--- config.mk ---
export PLATFORM = sky130hd
export DESIGN_NAME = bus_watchdog
export DESIGN_NICKNAME = d
export VERILOG_FILES = /design/src/rtl/bmon_pkg.sv /design/src/rtl/bmon_admit.sv /design/src/rtl/bmon_pair_track.sv /design/src/rtl/bmon_timer.sv /design/src/rtl/bus_watchdog.sv
export SDC_FILE = /design/constraint.sdc
export NUM_CORES = 1
export LEC_CHECK = 0
export CAP_MARGIN = 5
export CORE_MARGIN = 2
export CORE_UTILIZATION = 45
export DETAILED_ROUTE_END_ITERATION = 16
export MAX_ROUTING_LAYER = met4
export PLACE_DENSITY_LB_ADDON = 0.12
export REMOVE_ABC_BUFFERS = 1
export SETUP_SLACK_MARGIN = 0.15
export SLEW_MARGIN = 40
export SYNTH_ARGS = -nofsm -noshare
export SYNTH_HDL_FRONTEND = slang
export SYNTH_HIERARCHICAL = 1
export SYNTH_SLANG_ARGS = --single-unit
--- constraint.sdc ---
create_clock -name clk -period 1.5 [get_ports clk]
set_input_delay 0.3 -clock clk [delete_from_list [all_inputs] [get_ports clk]]
set_output_delay 0.3 -clock clk [all_outputs]
set_load 0.005 [all_outputs]
--- src/rtl/bmon_pkg.sv ---
package bmon_pkg;

    typedef enum logic [1:0] {
        TMO_LONGEST = 2'b00,
        TMO_LONG    = 2'b01,
        TMO_SHORT   = 2'b10,
        TMO_SHORTEST= 2'b11
    } tmo_code_e;

    typedef struct packed {
        logic      split;
        tmo_code_e code;
    } txn_cfg_t;

    // Number of clocks allowed for a code; base is the shortest limit.
    function automatic int unsigned tmo_clocks(input tmo_code_e code, input int unsigned base);
        case (code)
            TMO_LONGEST:  return base * 8;
            TMO_LONG:     return base * 4;
            TMO_SHORT:    return base * 2;
            default:      return base;
        endcase
    endfunction

endpackage

--- src/rtl/bmon_admit.sv ---
module bmon_admit
    import bmon_pkg::*;
(
    input  logic       cyc_start,
    input  logic       cyc_ext,
    input  logic       cyc_by_cpu,
    input  logic       ext_watch_en,
    input  logic       cyc_word,
    input  logic       port_8bit,
    input  logic [1:0] tmo_sel,
    output logic       take,
    output txn_cfg_t   cfg
);

    logic watched;

    always_comb begin
        watched   = !cyc_ext || (cyc_by_cpu && ext_watch_en);
        take      = cyc_start && watched;
        cfg.split = cyc_word && port_8bit;
        cfg.code  = tmo_code_e'(tmo_sel);
    end

endmodule

--- src/rtl/bmon_pair_track.sv ---
module bmon_pair_track (
    input  logic clk,
    input  logic rst,
    input  logic load,
    input  logic active,
    input  logic split,
    input  logic ack,
    input  logic autovec,
    output logic fin
);

    logic half_q;

    always_comb begin
        fin = active && (autovec || (ack && (!split || half_q)));
    end

    always_ff @(posedge clk) begin
        if (rst || load || !active) begin
            half_q <= 1'b0;
        end else if (split && ack && !autovec && !half_q) begin
            half_q <= 1'b1;
        end
    end


    half_needs_split_chk: assert property (@(posedge clk) disable iff (rst)
        half_q |-> split);

endmodule

--- src/rtl/bmon_timer.sv ---
module bmon_timer
    import bmon_pkg::*;
#(
    parameter int unsigned BASE_CLOCKS = 8
) (
    input  logic     clk,
    input  logic     rst,
    input  logic     take,
    input  txn_cfg_t cfg,
    input  logic     fin,
    output logic     active,
    output logic     load,
    output logic     split,
    output logic     berr
);

    localparam int unsigned MAX_CLOCKS = BASE_CLOCKS * 8;
    localparam int unsigned CW = $clog2(MAX_CLOCKS);

    logic          active_q;
    logic          split_q;
    logic          berr_q;
    logic [CW-1:0] cnt_q;
    logic [CW-1:0] last_q;

    always_comb begin
        load   = take && !active_q;
        active = active_q;
        split  = split_q;
        berr   = berr_q;
    end

    always_ff @(posedge clk) begin
        if (rst) begin
            active_q <= 1'b0;
            split_q  <= 1'b0;
            berr_q   <= 1'b0;
            cnt_q    <= '0;
            last_q   <= '0;
        end else begin
            berr_q <= 1'b0;
            if (!active_q) begin
                if (take) begin
                    active_q <= 1'b1;
                    cnt_q    <= '0;
                    last_q   <= CW'(tmo_clocks(cfg.code, BASE_CLOCKS) - 1);
                    split_q  <= cfg.split;
                end
            end else if (fin) begin
                active_q <= 1'b0;
                cnt_q    <= '0;
            end else if (cnt_q == last_q) begin
                active_q <= 1'b0;
                cnt_q    <= '0;
                berr_q   <= 1'b1;
            end else begin
                cnt_q <= cnt_q + CW'(1);
            end
        end
    end


    berr_pulse_chk: assert property (@(posedge clk) disable iff (rst)
        berr_q |=> !berr_q);


    berr_ends_txn_chk: assert property (@(posedge clk) disable iff (rst)
        berr_q |-> !active_q);


    cnt_bound_chk: assert property (@(posedge clk) disable iff (rst)
        active_q |-> cnt_q <= last_q);


    limit_hold_chk: assert property (@(posedge clk) disable iff (rst)
        (active_q && $past(active_q)) |-> $stable(last_q));


    count_step_chk: assert property (@(posedge clk) disable iff (rst)
        (active_q && !fin && cnt_q != last_q) |=> (active_q && cnt_q == $past(cnt_q) + CW'(1)));

endmodule

--- src/rtl/bus_watchdog.sv ---
module bus_watchdog
    import bmon_pkg::*;
#(
    parameter int unsigned BASE_CLOCKS = 8
) (
    input  logic       clk,
    input  logic       rst,
    input  logic [1:0] tmo_sel,
    input  logic       ext_watch_en,
    input  logic       cyc_start,
    input  logic       cyc_ext,
    input  logic       cyc_by_cpu,
    input  logic       cyc_word,
    input  logic       port_8bit,
    input  logic       ack,
    input  logic       autovec,
    output logic       berr
);

    logic     take;
    logic     load;
    logic     active;
    logic     split;
    logic     fin;
    txn_cfg_t cfg;

    bmon_admit u_admit (
        .cyc_start    (cyc_start),
        .cyc_ext      (cyc_ext),
        .cyc_by_cpu   (cyc_by_cpu),
        .ext_watch_en (ext_watch_en),
        .cyc_word     (cyc_word),
        .port_8bit    (port_8bit),
        .tmo_sel      (tmo_sel),
        .take         (take),
        .cfg          (cfg)
    );

    bmon_timer #(.BASE_CLOCKS(BASE_CLOCKS)) u_timer (
        .clk    (clk),
        .rst    (rst),
        .take   (take),
        .cfg    (cfg),
        .fin    (fin),
        .active (active),
        .load   (load),
        .split  (split),
        .berr   (berr)
    );

    bmon_pair_track u_pair (
        .clk     (clk),
        .rst     (rst),
        .load    (load),
        .active  (active),
        .split   (split),
        .ack     (ack),
        .autovec (autovec),
        .fin     (fin)
    );


    other_master_chk: assert property (@(posedge clk) disable iff (rst)
        (cyc_start && cyc_ext && !cyc_by_cpu && !active) |=> !active);


    ext_disabled_chk: assert property (@(posedge clk) disable iff (rst)
        (cyc_start && cyc_ext && !ext_watch_en && !active) |=> !active);


    internal_taken_chk: assert property (@(posedge clk) disable iff (rst)
        (cyc_start && !cyc_ext && !active) |=> active);


    reset_quiet_chk: assert property (@(posedge clk)
        $past(rst) |-> !berr);

endmodule

Word-level counts from Yosys, hierarchy flattened
Cells that the tools add are included.
{"block": "classes", "n_reduce_logical": 23, "n_mux": 13, "n_addsub": 2, "bitwise_logic": 1, "n_shift": 0, "n_eq_ne": 3, "mul": 0, "order_cmp": 0, "div_mod_pow": 0}
{"operator": "6-bit 2-to-1 mux", "count": 7}
{"operator": "6-bit case mux with 3 select lines", "count": 1}
{"operator": "1-bit logical AND", "count": 9}
{"operator": "6-bit by 1-bit adder with 6-bit output (second input constant)", "count": 1}
{"operator": "6-bit equality test", "count": 1}
{"operator": "6-bit by 1-bit subtractor with 6-bit output (second input constant)", "count": 1}
{"operator": "1-bit zero test", "count": 5}
{"operator": "1-bit logical OR", "count": 5}
{"operator": "1-bit 2-to-1 mux", "count": 5}
{"operator": "3-bit OR reduction", "count": 1}
{"operator": "2-bit by 1-bit equality test with 1-bit output (second input constant)", "count": 1}
{"operator": "2-bit equality test (second input constant)", "count": 1}
{"operator": "2-bit zero test", "count": 1}
{"operator": "2-bit AND reduction", "count": 1}
{"operator": "2-bit nonzero test", "count": 1}
{"operator": "1-bit inverter", "count": 1}
{"block": "word_totals", "in_bits": 12, "romBits": 0, "word_cells": 48, "output_inout_bits": 1, "ramBits": 0, "mem_count": 0, "latchBits": 0, "regBits": 16}

Depth between registers and ports, before layout
Gate-level depths: netlist (run 1).
{"block": "logic_depth", "ltp_word": 7, "ltp_mapped": 6, "mapped_depth_nobuf": 6}

By module
Netlist (run 1), hierarchy kept.
{"module": "bmon_timer", "area_per_inst_um2": 619.3, "cells_each": 64, "instances": 1, "seq_area_each_um2": 260.2}
{"module": "bmon_pair_track", "area_per_inst_um2": 61.3, "cells_each": 7, "instances": 1, "seq_area_each_um2": 20.0}
{"module": "bmon_admit", "area_per_inst_um2": 32.5, "cells_each": 5, "instances": 1, "seq_area_each_um2": 0.0}

Worst setup path before layout (run 1)
OpenSTA, ideal clock, no wires.
{"block": "synth_timing", "path_kind": "register to register", "from": "reg u_timer.split_q (netlist: u_timer/split)", "to": "reg u_timer.cnt_q[5]", "n_path_buf": 0, "setup_slack_ns": 0.208, "stages_incl_launch_ff": 7, "required_time_ns": 1.425, "period_less_slack_ns": 1.292, "setup_time_ns": 0.075, "t_arrival_ns": 1.217, "cell_sequence": "dfxtp_1 inv_1 o21ai_0 a21boi_0 nor3b_2 nand2_1 o22ai_1"}
{"block": "synth_via", "elab_chain_len": 7}
{"element": "start: declaration", "line": "bmon_timer.sv:21", "text": "logic split_q;"}
{"element": "start signal: assignment", "line": "bmon_timer.sv:47", "text": "split_q <= cfg.split;"}
{"element": "1-bit zero test", "line": "bmon_pair_track.sv:15", "text": "fin = active && (autovec || (ack && (!split || half_q)));"}
{"element": "1-bit logical OR", "line": "bmon_pair_track.sv:15"}
{"element": "1-bit logical AND", "line": "bmon_pair_track.sv:15"}
{"element": "1-bit logical OR", "line": "bmon_pair_track.sv:15"}
{"element": "1-bit logical AND", "line": "bmon_pair_track.sv:15"}
{"element": "via fin", "line": "bus_watchdog.sv:24", "text": "logic fin;"}
{"element": "6-bit 2-to-1 mux", "line": "bmon_timer.sv:49", "text": "end else if (fin) begin"}
{"element": "6-bit 2-to-1 mux", "line": "bmon_timer.sv:42", "text": "if (!active_q) begin"}
{"element": "end signal: assignment", "line": "bmon_timer.sv:57", "text": "cnt_q <= cnt_q + CW'(1);"}
{"element": "end: declaration", "line": "bmon_timer.sv:23", "text": "logic [CW-1:0] cnt_q;"}
The timed path passes the listed nets, and every way through them passes these cells.
A chain may end at the register's enable or synchronous reset.

Worst setup path in the final report (run 1)
{"block": "layout_timing", "from": "reg u_timer.cnt_q[2]", "to": "reg u_timer.cnt_q[5]"}
{"block": "layout_via", "elab_chain_len": 4, "word_cells_on_any_way": 5, "cone_classes": "1 x add/sub; 1 x eq/ne; 3 x mux"}
{"element": "6-bit by 1-bit adder with 6-bit output / 6-bit equality test (equally long branches)", "line": "bmon_timer.sv:57, bmon_timer.sv:52"}
{"element": "6-bit 2-to-1 mux (*)", "line": "bmon_timer.sv:52", "text": "end else if (cnt_q == last_q) begin"}
{"element": "6-bit 2-to-1 mux (*)", "line": "bmon_timer.sv:49"}
{"element": "6-bit 2-to-1 mux (*)", "line": "bmon_timer.sv:42"}
Every way passes the cells marked *; elsewhere a longest branch is shown, timed or not.

==> reports/metrics.cfg, run 1 <==
[run_status]
status=completed

[worst_setup_path]
r2r_end=u_timer/cnt_q[5]
arrival_ns=1.50
r2r_slack_ns=0.16
critPathLaunchType=flip-flop
worstRegToRegCells=5
slowest_stage=dfxtp_1
crit_type=reg2reg
crit_required_ns=1.65
regToRegStartpoint=u_timer/cnt_q[2]
critPathMaxFanout=6
critPathMaxStageDelay_ns=0.41
crit_chain=and4_4, o2111ai_4, buf_6, nand2_2, o22ai_2
end_kind=flip-flop

[floorplan]
core_area_mm2=0.00149
die_height_um=43.8
fp.dieArea_mm2=0.00192
start_util=0.479
die_x_um=43.8
rows=14
io_pins=13

[clocking]
cts-root-buf=clkbuf_4
cts_max_level=1
clkSinkCount=14
cts_tree=done
cts_buffer_depth=2
holdBufCountCts=0
clock_latency_ns=0.27
numCtsBuffers=3
path_clk_slew_ns=0.08

[final_layout]
area_delta_synth_final_pct=49.5
multi_input_area_um2=472
ff_latch_area_um2=287
insertedDiodeCount=0
finalNetCount=119
nFillCells=122
drive_above_1_share=0.442

[sta]
fmax_ghz=0.745
whs_ns=0.475
fin_worst_skew_ns=0.00271
relSlewSlack=0.773
fin_crit_sh=0.895
finalSetupTns_ns=0
grt_setup_unrepaired=true
finalHoldViolCount=0
maxSlewViolCount=0
fin_ws_ns=0.157
worst_slew_pin_slew_ns=0.340
setup_viol=0
post-route-min-period_ns=1.34

[yosys]
yosysSeqAreaShare=0.393
yosysTopAreaCell=dfxtp_1
yosysMostFrequentCell=dfxtp_1
synthTopCellsByCount=14 x dfxtp_1, 8 x nand2_1, 6 x nor2_1, 5 x a21oi_1
yosysUniqueCellTypes=32
synth-edff-count=0
synth_area_um2=713
synth_area_per_cell_um2=9.38
async_reset_ff_frac=0
syn_inst=76
yosys-top-cells-area=dfxtp_1 39%, xnor2_2 4.6%, nand2_1 4.2%
synth_top_area_share=0.393
ys_ff_latch=14
synth_ff_type=dfxtp_1
ys_warn_count=6

[hold_path]
hold_path.class=reg2reg
min_from=u_timer/split
hold_end=u_timer/split
whs_path_depth=2

[detailed_routing]
dr.pass1.iters=4
drtIter0Drc=7
drc=0
drt-total-wl_um=1610
num_vias=661
wl_per_cell_um=13.4
routed_via_density=5.51
ant_nets=0

[global_routing]
grtUsageTotal=0.193
first_global_vias=603
grt_pass1_wl_um=2630
grt_overflow=0
grt_max_degree=9
antenna_found_initial=0

[power]
p_leak_nw=0.410
irDropWorstVdd_mv=0.553
power_density_mw_per_mm2=760

[placed_design]
dp_hpwl_um=1150
gp_congestion=0.740
port_buffers=12
place_ws_ns=-0.277

[flow_run]
cap_violations=0

-- kinds of logic after synthesis --
group                      count (synthesis)  share of synthesized area
AOI/OAI and AO/OA                         20                      0.204
xor gates and xnor gates                   4                     0.0702
adders and majority gates                  1                     0.0175
buffers and inverters                      8                     0.0526
DFF                                       14                      0.393
and+or+nand+nor                           29                      0.263
-- critical path: cells and delay by family (launching register included) --
| kind | cells | cell delay (ns) |
|---|---|---|
| AND/OR/NAND/NOR | 2 | 0.34 |
| buffers and inverters | 1 | 0.18 |
| flip-flops | 1 | 0.41 |
| AO/OA/AOI/OAI | 2 | 0.29 |
-- sequential cells by signal (all words and copies together), names as in the netlist --
| register | flops |
|---|---|
| u_timer/split | 1 |
| u_timer/active | 1 |
| u_timer/last_q | 4 |
| u_timer/berr | 1 |
| u_timer/cnt_q | 6 |
| u_pair/half_q | 1 |
-- power by group --
group	switching [W]	internal [W]
logic	0.0000866	0.000121
registers	0.0000165	0.000386
clock network	0.000107	0.0000928
-- cell type report --
cell class | instances | area share
Inverter | 5 | 0.0176
Tap cell | 16 | 0.0188
Timing Repair Buffer | 28 | 0.231
Clock buffer | 3 | 0.0211
Multi-Input combinational cell | 54 | 0.442
Sequential cell | 14 | 0.269
-- stage by stage --
step	area (µm²)	power, W	utilization	cells
after floorplan	694	0.000482	-	73
after global placement	917	0.000556	0.616	112
after detailed placement	917	0.000560	0.616	112
after CTS	982	0.000780	0.660	118
after global routing	1070	0.000855	0.716	120
final	1070	0.000810	0.716	120
-- placed cells by master, fill, tap and decap left out, types with 2 or more instances in the layout --
cell type,netlist,layout
nor4b_2,2,2
dfxtp_2,0,5
a21oi_1,5,4
o21ai_1,3,3
nor2_1,6,6
clkbuf_4,0,3
buf_4,2,14
a31oi_1,4,2
nand3_1,3,3
buf_6,0,2
xnor2_2,2,2
inv_1,4,4
clkdlybuf4s50_1,0,8
nand2_1,8,7
dlygate4sd2_1,0,3
dfxtp_1,14,9
-- per-layer routing --
metal,GRT usage,wire [µm]
met5,-,0
met2,0.312,789
met4,0.0364,27
met3,0.0833,82
met1,0.224,707
-- repair_timing --
item	4_1_cts	5_1_grt
buffers inserted	3	2
pin swaps	11	9
cloned	0	0
resized for setup	10	17
setup endpoints to repair	12	13
-- worst max path at each step --
| stage | endpoint | from | cells after the start |
|---|---|---|---|
| after floorplan | u_timer/cnt_q[5] | u_timer/split | 6 |
| after global placement | u_timer/cnt_q[5] | ack | 6 |
| after detailed placement | u_timer/last_q[3] | cyc_by_cpu | 7 |
| after CTS | u_timer/last_q[5] | cyc_start | 7 |
| after global routing | u_timer/berr | u_timer/cnt_q[1] | 4 |
| final | u_timer/cnt_q[5] | u_timer/cnt_q[2] | 5 |
Note: power is estimated with default switching activity, not from simulation.
==> run 2, diff against run 1 <==
--- a/config.mk
+++ b/config.mk
@@ -9,6 +9,7 @@
 export CORE_MARGIN = 2
 export CORE_UTILIZATION = 45
 export DETAILED_ROUTE_END_ITERATION = 16
+export DONT_BUFFER_PORTS = 1
 export MAX_ROUTING_LAYER = met4
 export PLACE_DENSITY_LB_ADDON = 0.12
 export REMOVE_ABC_BUFFERS = 1
==> run 2 against run 1 <==
- highest routed layer unchanged
- flip-flop and latch count stayed put
- clock skew is 0.00090 ns higher
- combinational power is 50% lower
- setup slack better by 0.039 ns
- register-to-register slack better by 0.04 ns
- clock-buffer cell count stayed put
- sequential share of layout area is 9.3 points higher
==> reports/metrics.cfg, run 2 (synthesized netlist as in run 1, its figures left out) <==
[run_status]
status=completed  ; unchanged

[hold_path]
hold_end=u_timer/split  ; unchanged
whs_path_depth=1  ; was 2
min_from=rst  ; was u_timer/split
hold_path.class=in2reg  ; was reg2reg

[detailed_routing]
drtIter0Drc=7  ; unchanged
routed_via_density=5.46  ; was 5.51
dr.pass1.iters=2  ; was 4
ant_nets=0  ; unchanged
num_vias=524  ; was 661
drt-total-wl_um=1250  ; was 1610 µm
wl_per_cell_um=13.0  ; was 13.4 µm
drc=0  ; unchanged

[power]
p_sw_w=0.000177  ; was 0.000210 W
power_density_mw_per_mm2=898  ; was 760 mW/mm²
irDropWorstVdd_mv=0.385  ; was 0.553 mV
p_leak_nw=0.274  ; was 0.410 nW
p_comb_frac=0.147  ; was 0.257
power.total_w=0.000706  ; was 0.000810 W
power.internal_w=0.000528  ; was 0.000600 W
p_seq_frac=0.565  ; was 0.497
p_sw_frac=0.251  ; was 0.259
clkPwrFrac=0.288  ; was 0.246

[clocking]
cts_max_level=1  ; unchanged
holdBufCountCts=0  ; unchanged
cts_buffer_depth=2  ; unchanged
clkSinkCount=14  ; unchanged
clock_latency_ns=0.27  ; about the same
cts-root-buf=clkbuf_4  ; unchanged
numCtsBuffers=3  ; unchanged
path_clk_slew_ns=0.08  ; about the same
cts_tree=done  ; unchanged

[sta]
grt_setup_unrepaired=true  ; unchanged
maxSlewViolCount=0  ; unchanged
post-route-min-period_ns=1.30  ; was 1.34 ns
fin_worst_skew_ns=0.00361  ; was 0.00271 ns
fmax_ghz=0.767  ; was 0.745 GHz
setup_viol=0  ; unchanged
fin_crit_sh=0.869  ; was 0.895
finalHoldViolCount=0  ; unchanged
relSlewSlack=0.744  ; was 0.773
worst_slew_pin_slew_ns=0.382  ; was 0.340 ns
finalSetupTns_ns=0  ; unchanged

[worst_setup_path]
cp_top_family=compound AO/OA/AOI/OAI gates  ; was flip-flops
r2r_slack_ns=0.20  ; was 0.16 ns
crit_type=reg2reg  ; unchanged
regToRegStartpoint=u_timer/cnt_q[1]  ; was u_timer/cnt_q[2]
slowest_stage=dfxtp_2  ; was dfxtp_1
critPathMaxStageDelay_ns=0.37  ; was 0.41 ns
r2r_end=u_timer/cnt_q[5]  ; unchanged
crit_required_ns=1.66  ; was 1.65 ns
crit_chain=nor4_4, o2111ai_4, a31oi_1, o22ai_1  ; was and4_4, o2111ai_4, buf_6, nand2_2, o22ai_2
end_kind=flip-flop  ; unchanged
critPathBufInv=0  ; was 1
arrival_ns=1.46  ; was 1.50 ns
critPathLaunchType=flip-flop  ; unchanged
worstRegToRegCells=4  ; was 5
critPathMaxFanout=7  ; was 6

[floorplan]
io_pins=13  ; unchanged
rows=14  ; unchanged
core_area_mm2=0.00149  ; unchanged
start_util=0.479  ; unchanged
fp.dieArea_mm2=0.00192  ; unchanged
die_height_um=43.8  ; unchanged
die_x_um=43.8  ; unchanged

[global_routing]
antenna_found_initial=0  ; unchanged
grt_max_degree=11  ; was 9
grtUsageTotal=0.154  ; was 0.193
grt_pass1_wl_um=1960  ; was 2630 µm
grt_overflow=0  ; unchanged
first_global_vias=448  ; was 603

[placed_design]
dp_hpwl_um=943  ; was 1150 µm
port_buffers=0  ; was 12
gp_congestion=0.712  ; was 0.740

[final_layout]
final_common_cell=dfxtp_1  ; was buf_4
drive_above_1_share=0.313  ; was 0.442
area_delta_synth_final_pct=10.2  ; was 49.5%
largest_reg_flops=6  ; unchanged
finalNetCount=95  ; was 119
multi_input_area_um2=410  ; was 472 µm²
largest-register=u_timer/cnt_q  ; unchanged
ff_latch_area_um2=284  ; was 287 µm²
top_regs=u_timer/cnt_q: 6 flops, u_timer/last_q: 4 flops  ; unchanged
final_cell_mix=11 x dfxtp_1, 7 x nand2_1, 6 x nor2_1, 5 x a21oi_1  ; was 14 x buf_4, 9 x dfxtp_1, 8 x clkdlybuf4s50_1, 7 x nand2_1, 6 x nor2_1
insertedDiodeCount=0  ; unchanged
utilization=0.528  ; was 0.716
nFillCells=141  ; was 122

[flow_run]
cap_violations=0  ; unchanged

[run 2: cell type report]
type / instances / area share
timing repair buffer: 4 / 0.0382
multi-input combinational: 54 / 0.522
clock buffer: 3 / 0.0287
sequential: 14 / 0.361
inverter: 5 / 0.0239
tap: 16 / 0.0255
[run 2: metrics by stage]
step,hold WS [ns],setup slack (ns),instance area (µm²),std cells
after floorplan,0.369,0.208,694,73
after global placement,0.372,0.0834,737,92
after detailed placement,0.372,0.0807,737,92
after CTS,0.0745,0.174,776,96
after global routing,0.0510,0.0906,786,96
final,0.0779,0.197,786,96
[run 2: worst reg2reg max path: stages (launching register included)]
cell	delay [ns]
dfxtp_2	0.37
nor4_4	0.33
o2111ai_4	0.22
a31oi_1	0.18
o22ai_1	0.10
[run 2: worst max-delay path by stage]
| stage | startpoint | endpoint | slack [ns] | cells after the start |
|---|---|---|---|---|
| after floorplan | u_timer/split | u_timer/cnt_q[5] | 0.21 | 6 |
| after global placement | u_timer/split | u_timer/cnt_q[4] | 0.08 | 6 |
| after detailed placement | u_timer/split | u_timer/cnt_q[4] | 0.08 | 6 |
| after CTS | u_timer/cnt_q[2] | u_timer/cnt_q[5] | 0.17 | 4 |
| after global routing | u_timer/split | u_timer/cnt_q[5] | 0.09 | 7 |
| final | u_timer/cnt_q[1] | u_timer/cnt_q[5] | 0.20 | 4 |
[run 2: what timing repair did]
| action | in CTS | in global routing |
|---|---|---|
| setup buffers | 1 | 0 |
| cloned | 0 | 0 |
| resized for setup | 5 | 4 |
| endpoints found under the setup margin | 6 | 6 |
| pin swaps | 3 | 5 |
[run 2: routing by layer]
| metal | global-route usage | up-vias | wire (µm) |
|---|---|---|---|
| li1 | - | 283 | - |
| met1 | 0.182 | 231 | 638 |
| met2 | 0.206 | 8 | 557 |
| met3 | 0.0542 | 2 | 37 |
| met4 | 0.127 | 0 | 17 |
| met5 | - | - | 0 |
[run 2: power by group through the flow]
stage | registers [W] | logic [W] | clock network (W)
4_1_cts | 0.000399 | 0.0000994 | 0.000216
5_1_grt | 0.000401 | 0.000114 | 0.000241
3_3_place_gp | 0.000407 | 0.0000952 | 0
2_1_floorplan | 0.000407 | 0.0000755 | 0
6_report | 0.000398 | 0.000104 | 0.000203
3_5_place_dp | 0.000408 | 0.0000949 | 0
==> run 3, diff against run 2 <==
--- a/config.mk
+++ b/config.mk
@@ -6,7 +6,6 @@
 export NUM_CORES = 1
 export LEC_CHECK = 0
 export CAP_MARGIN = 5
-export CORE_MARGIN = 2
 export CORE_UTILIZATION = 45
 export DETAILED_ROUTE_END_ITERATION = 16
 export DONT_BUFFER_PORTS = 1
==> constraint.sdc (replaced) <==
create_clock -name clk -period 1.5 [get_ports clk]
set_input_delay 0.225 -clock clk [delete_from_list [all_inputs] [get_ports clk]]
set_output_delay 0.225 -clock clk [all_outputs]
set_load 0.005 [all_outputs]
==> run 3 against run 2 <==
- non-clock buffer count up 5
- combinational power is 16% higher
- global-route usage up 2.1 points
- via count grew 5.0%
- final cell count up 5.2%
- die area fell by 8.9%
- design area up 4.5%
- sequential share of layout area down 1.4 points
- sequential power about the same
- critical endpoint unchanged
- highest routed layer unchanged
==> reports/metrics.cfg, run 3 (synthesized netlist as in run 1, its figures left out) <==
[run_status]
status=completed  ; unchanged

[detailed_routing]
dr.pass1.iters=5  ; was 2
ant_nets=0  ; unchanged
drtIter0Drc=11  ; was 7
drc=0  ; unchanged
wl_per_cell_um=12.2  ; was 13.0 µm
num_vias=550  ; was 524
drt-total-wl_um=1230  ; was 1250 µm
routed_via_density=5.45  ; was 5.46

[worst_setup_path]
end_kind=flip-flop  ; unchanged
r2r_slack_ns=0.17  ; was 0.20 ns
crit_type=reg2reg  ; unchanged
r2r_end=u_timer/cnt_q[5]  ; unchanged
crit_required_ns=1.66  ; about the same
worstRegToRegCells=4  ; unchanged
regToRegStartpoint=u_timer/cnt_q[2]  ; was u_timer/cnt_q[1]
arrival_ns=1.49  ; was 1.46 ns
critPathLaunchType=flip-flop  ; unchanged
critPathMaxFanout=7  ; unchanged

[sta]
fin_worst_skew_ns=0.00190  ; was 0.00361 ns
setup_viol=0  ; unchanged
finalSetupTns_ns=0  ; unchanged
grt_setup_unrepaired=true  ; unchanged
fin_crit_sh=0.887  ; was 0.869
worst_slew_pin_slew_ns=0.316  ; was 0.382 ns
post-route-min-period_ns=1.33  ; was 1.30 ns
fmax_ghz=0.751  ; was 0.767 GHz
maxSlewViolCount=0  ; unchanged
finalHoldViolCount=0  ; unchanged
relSlewSlack=0.788  ; was 0.744

[floorplan]
core_area_mm2=0.00149  ; unchanged
fp.dieArea_mm2=0.00175  ; was 0.00192 mm²
die_x_um=41.8  ; was 43.8 µm
die_height_um=41.8  ; was 43.8 µm
rows=14  ; unchanged
start_util=0.479  ; unchanged
io_pins=13  ; unchanged

[final_layout]
largest_reg_flops=6  ; unchanged
drive_above_1_share=0.306  ; was 0.313
top_regs=u_timer/cnt_q: 6 flops, u_timer/last_q: 4 flops  ; unchanged
largest-register=u_timer/cnt_q  ; unchanged
nFillCells=135  ; was 141
final_cell_mix=12 x dfxtp_1, 8 x nand2_1, 7 x buf_4, 6 x nor2_1, 5 x a21oi_1  ; was 11 x dfxtp_1, 7 x nand2_1, 6 x nor2_1, 5 x a21oi_1
final_area_um2=821  ; was 786 µm²
area_delta_synth_final_pct=15.1  ; was 10.2%
finalNetCount=100  ; was 95
insertedDiodeCount=0  ; unchanged
final_common_cell=dfxtp_1  ; unchanged
layout.cells.non_filler=101  ; was 96

[hold_path]
hold_end=u_timer/last_q[4]  ; was u_timer/split
min_from=tmo_sel[1]  ; was rst
hold_path.class=in2reg  ; unchanged
whs_path_depth=1  ; unchanged

[clocking]
numCtsBuffers=3  ; unchanged
cts-root-buf=clkbuf_4  ; unchanged
clock_latency_ns=0.27  ; about the same
cts_tree=done  ; unchanged
clkSinkCount=14  ; unchanged
cts_buffer_depth=2  ; unchanged
cts_max_level=1  ; unchanged
path_clk_slew_ns=0.08  ; about the same

[placed_design]
gp_congestion=0.731  ; was 0.712
place_area_um2=744  ; was 737 µm²
dp_hpwl_um=922  ; was 943 µm
place_inst=93  ; was 92
port_buffers=0  ; unchanged

[global_routing]
grt_overflow=0  ; unchanged
antenna_found_initial=0  ; unchanged
first_global_vias=525  ; was 448
grtUsageTotal=0.175  ; was 0.154
grt_pass1_wl_um=2210  ; was 1960 µm
grt_max_degree=11  ; unchanged

[power]
p_leak_nw=0.293  ; was 0.274 nW
power_density_mw_per_mm2=880  ; was 898 mW/mm²
irDropWorstVdd_mv=0.466  ; was 0.385 mV

[flow_run]
cap_violations=0  ; unchanged

## run 3: layout make-up
class,instances,area (µm²),area share
Sequential cell,14,285,0.348
Inverter,5,18.8,0.0229
Clock buffer,3,22.5,0.0274
Multi-Input combinational cell,54,402,0.489
Tap cell,16,20.0,0.0244
Timing Repair Buffer,9,72.6,0.0884
## run 3: layer usage
metal	up-vias	track usage	wire length (µm)
li1	291	-	-
met1	244	0.213	639
met2	13	0.250	523
met3	2	0.0783	56
met4	0	0.0774	13
met5	-	-	0
## run 3: worst max path at each step
stage                                 from                to  slack, ns  cells after the start
after CTS                 u_timer/cnt_q[2]  u_timer/cnt_q[5]       0.15                      4
final                     u_timer/cnt_q[2]  u_timer/cnt_q[5]       0.17                      4
after global placement       u_timer/split  u_timer/cnt_q[4]       0.11                      6
after floorplan              u_timer/split  u_timer/cnt_q[5]       0.21                      6
after detailed placement     u_timer/split  u_timer/cnt_q[5]       0.08                      6
after global routing      u_timer/cnt_q[2]  u_timer/cnt_q[5]       0.07                      4
## run 3: worst max-delay path, cell delays in order, from the launching register on
cell,delay [ns]
dfxtp_4,0.38
nor4_4,0.32
o2111ai_4,0.19
a31oi_1,0.23
o22ai_1,0.11
## run 3: repair_timing
| item | in CTS | in global routing |
|---|---|---|
| cloned | 0 | 0 |
| hold buffers | 1 | 1 |
| setup buffers | 2 | 1 |
| gates resized for setup | 2 | 6 |
| endpoints found under the setup margin | 6 | 7 |
| hold endpoints to repair | 1 | 7 |
| pin swaps | 4 | 8 |
## run 3: per-stage QoR
stage,total power (W),util,hold slack (ns),worst slack (ns)
5_1_grt,0.000767,0.551,0.0282,0.0689
4_1_cts,0.000719,0.533,0.000341,0.151
3_5_place_dp,0.000507,0.500,0.297,0.0803
3_3_place_gp,0.000506,0.500,0.297,0.107
6_report,0.000722,0.551,0.0380,0.169
2_1_floorplan,0.000482,-,0.294,0.208
## run 3: power by group
part	internal, W	switching (W)
Clock	0.0000930	0.000113
Combinational	0.0000629	0.0000579
Sequential	0.000384	0.0000123
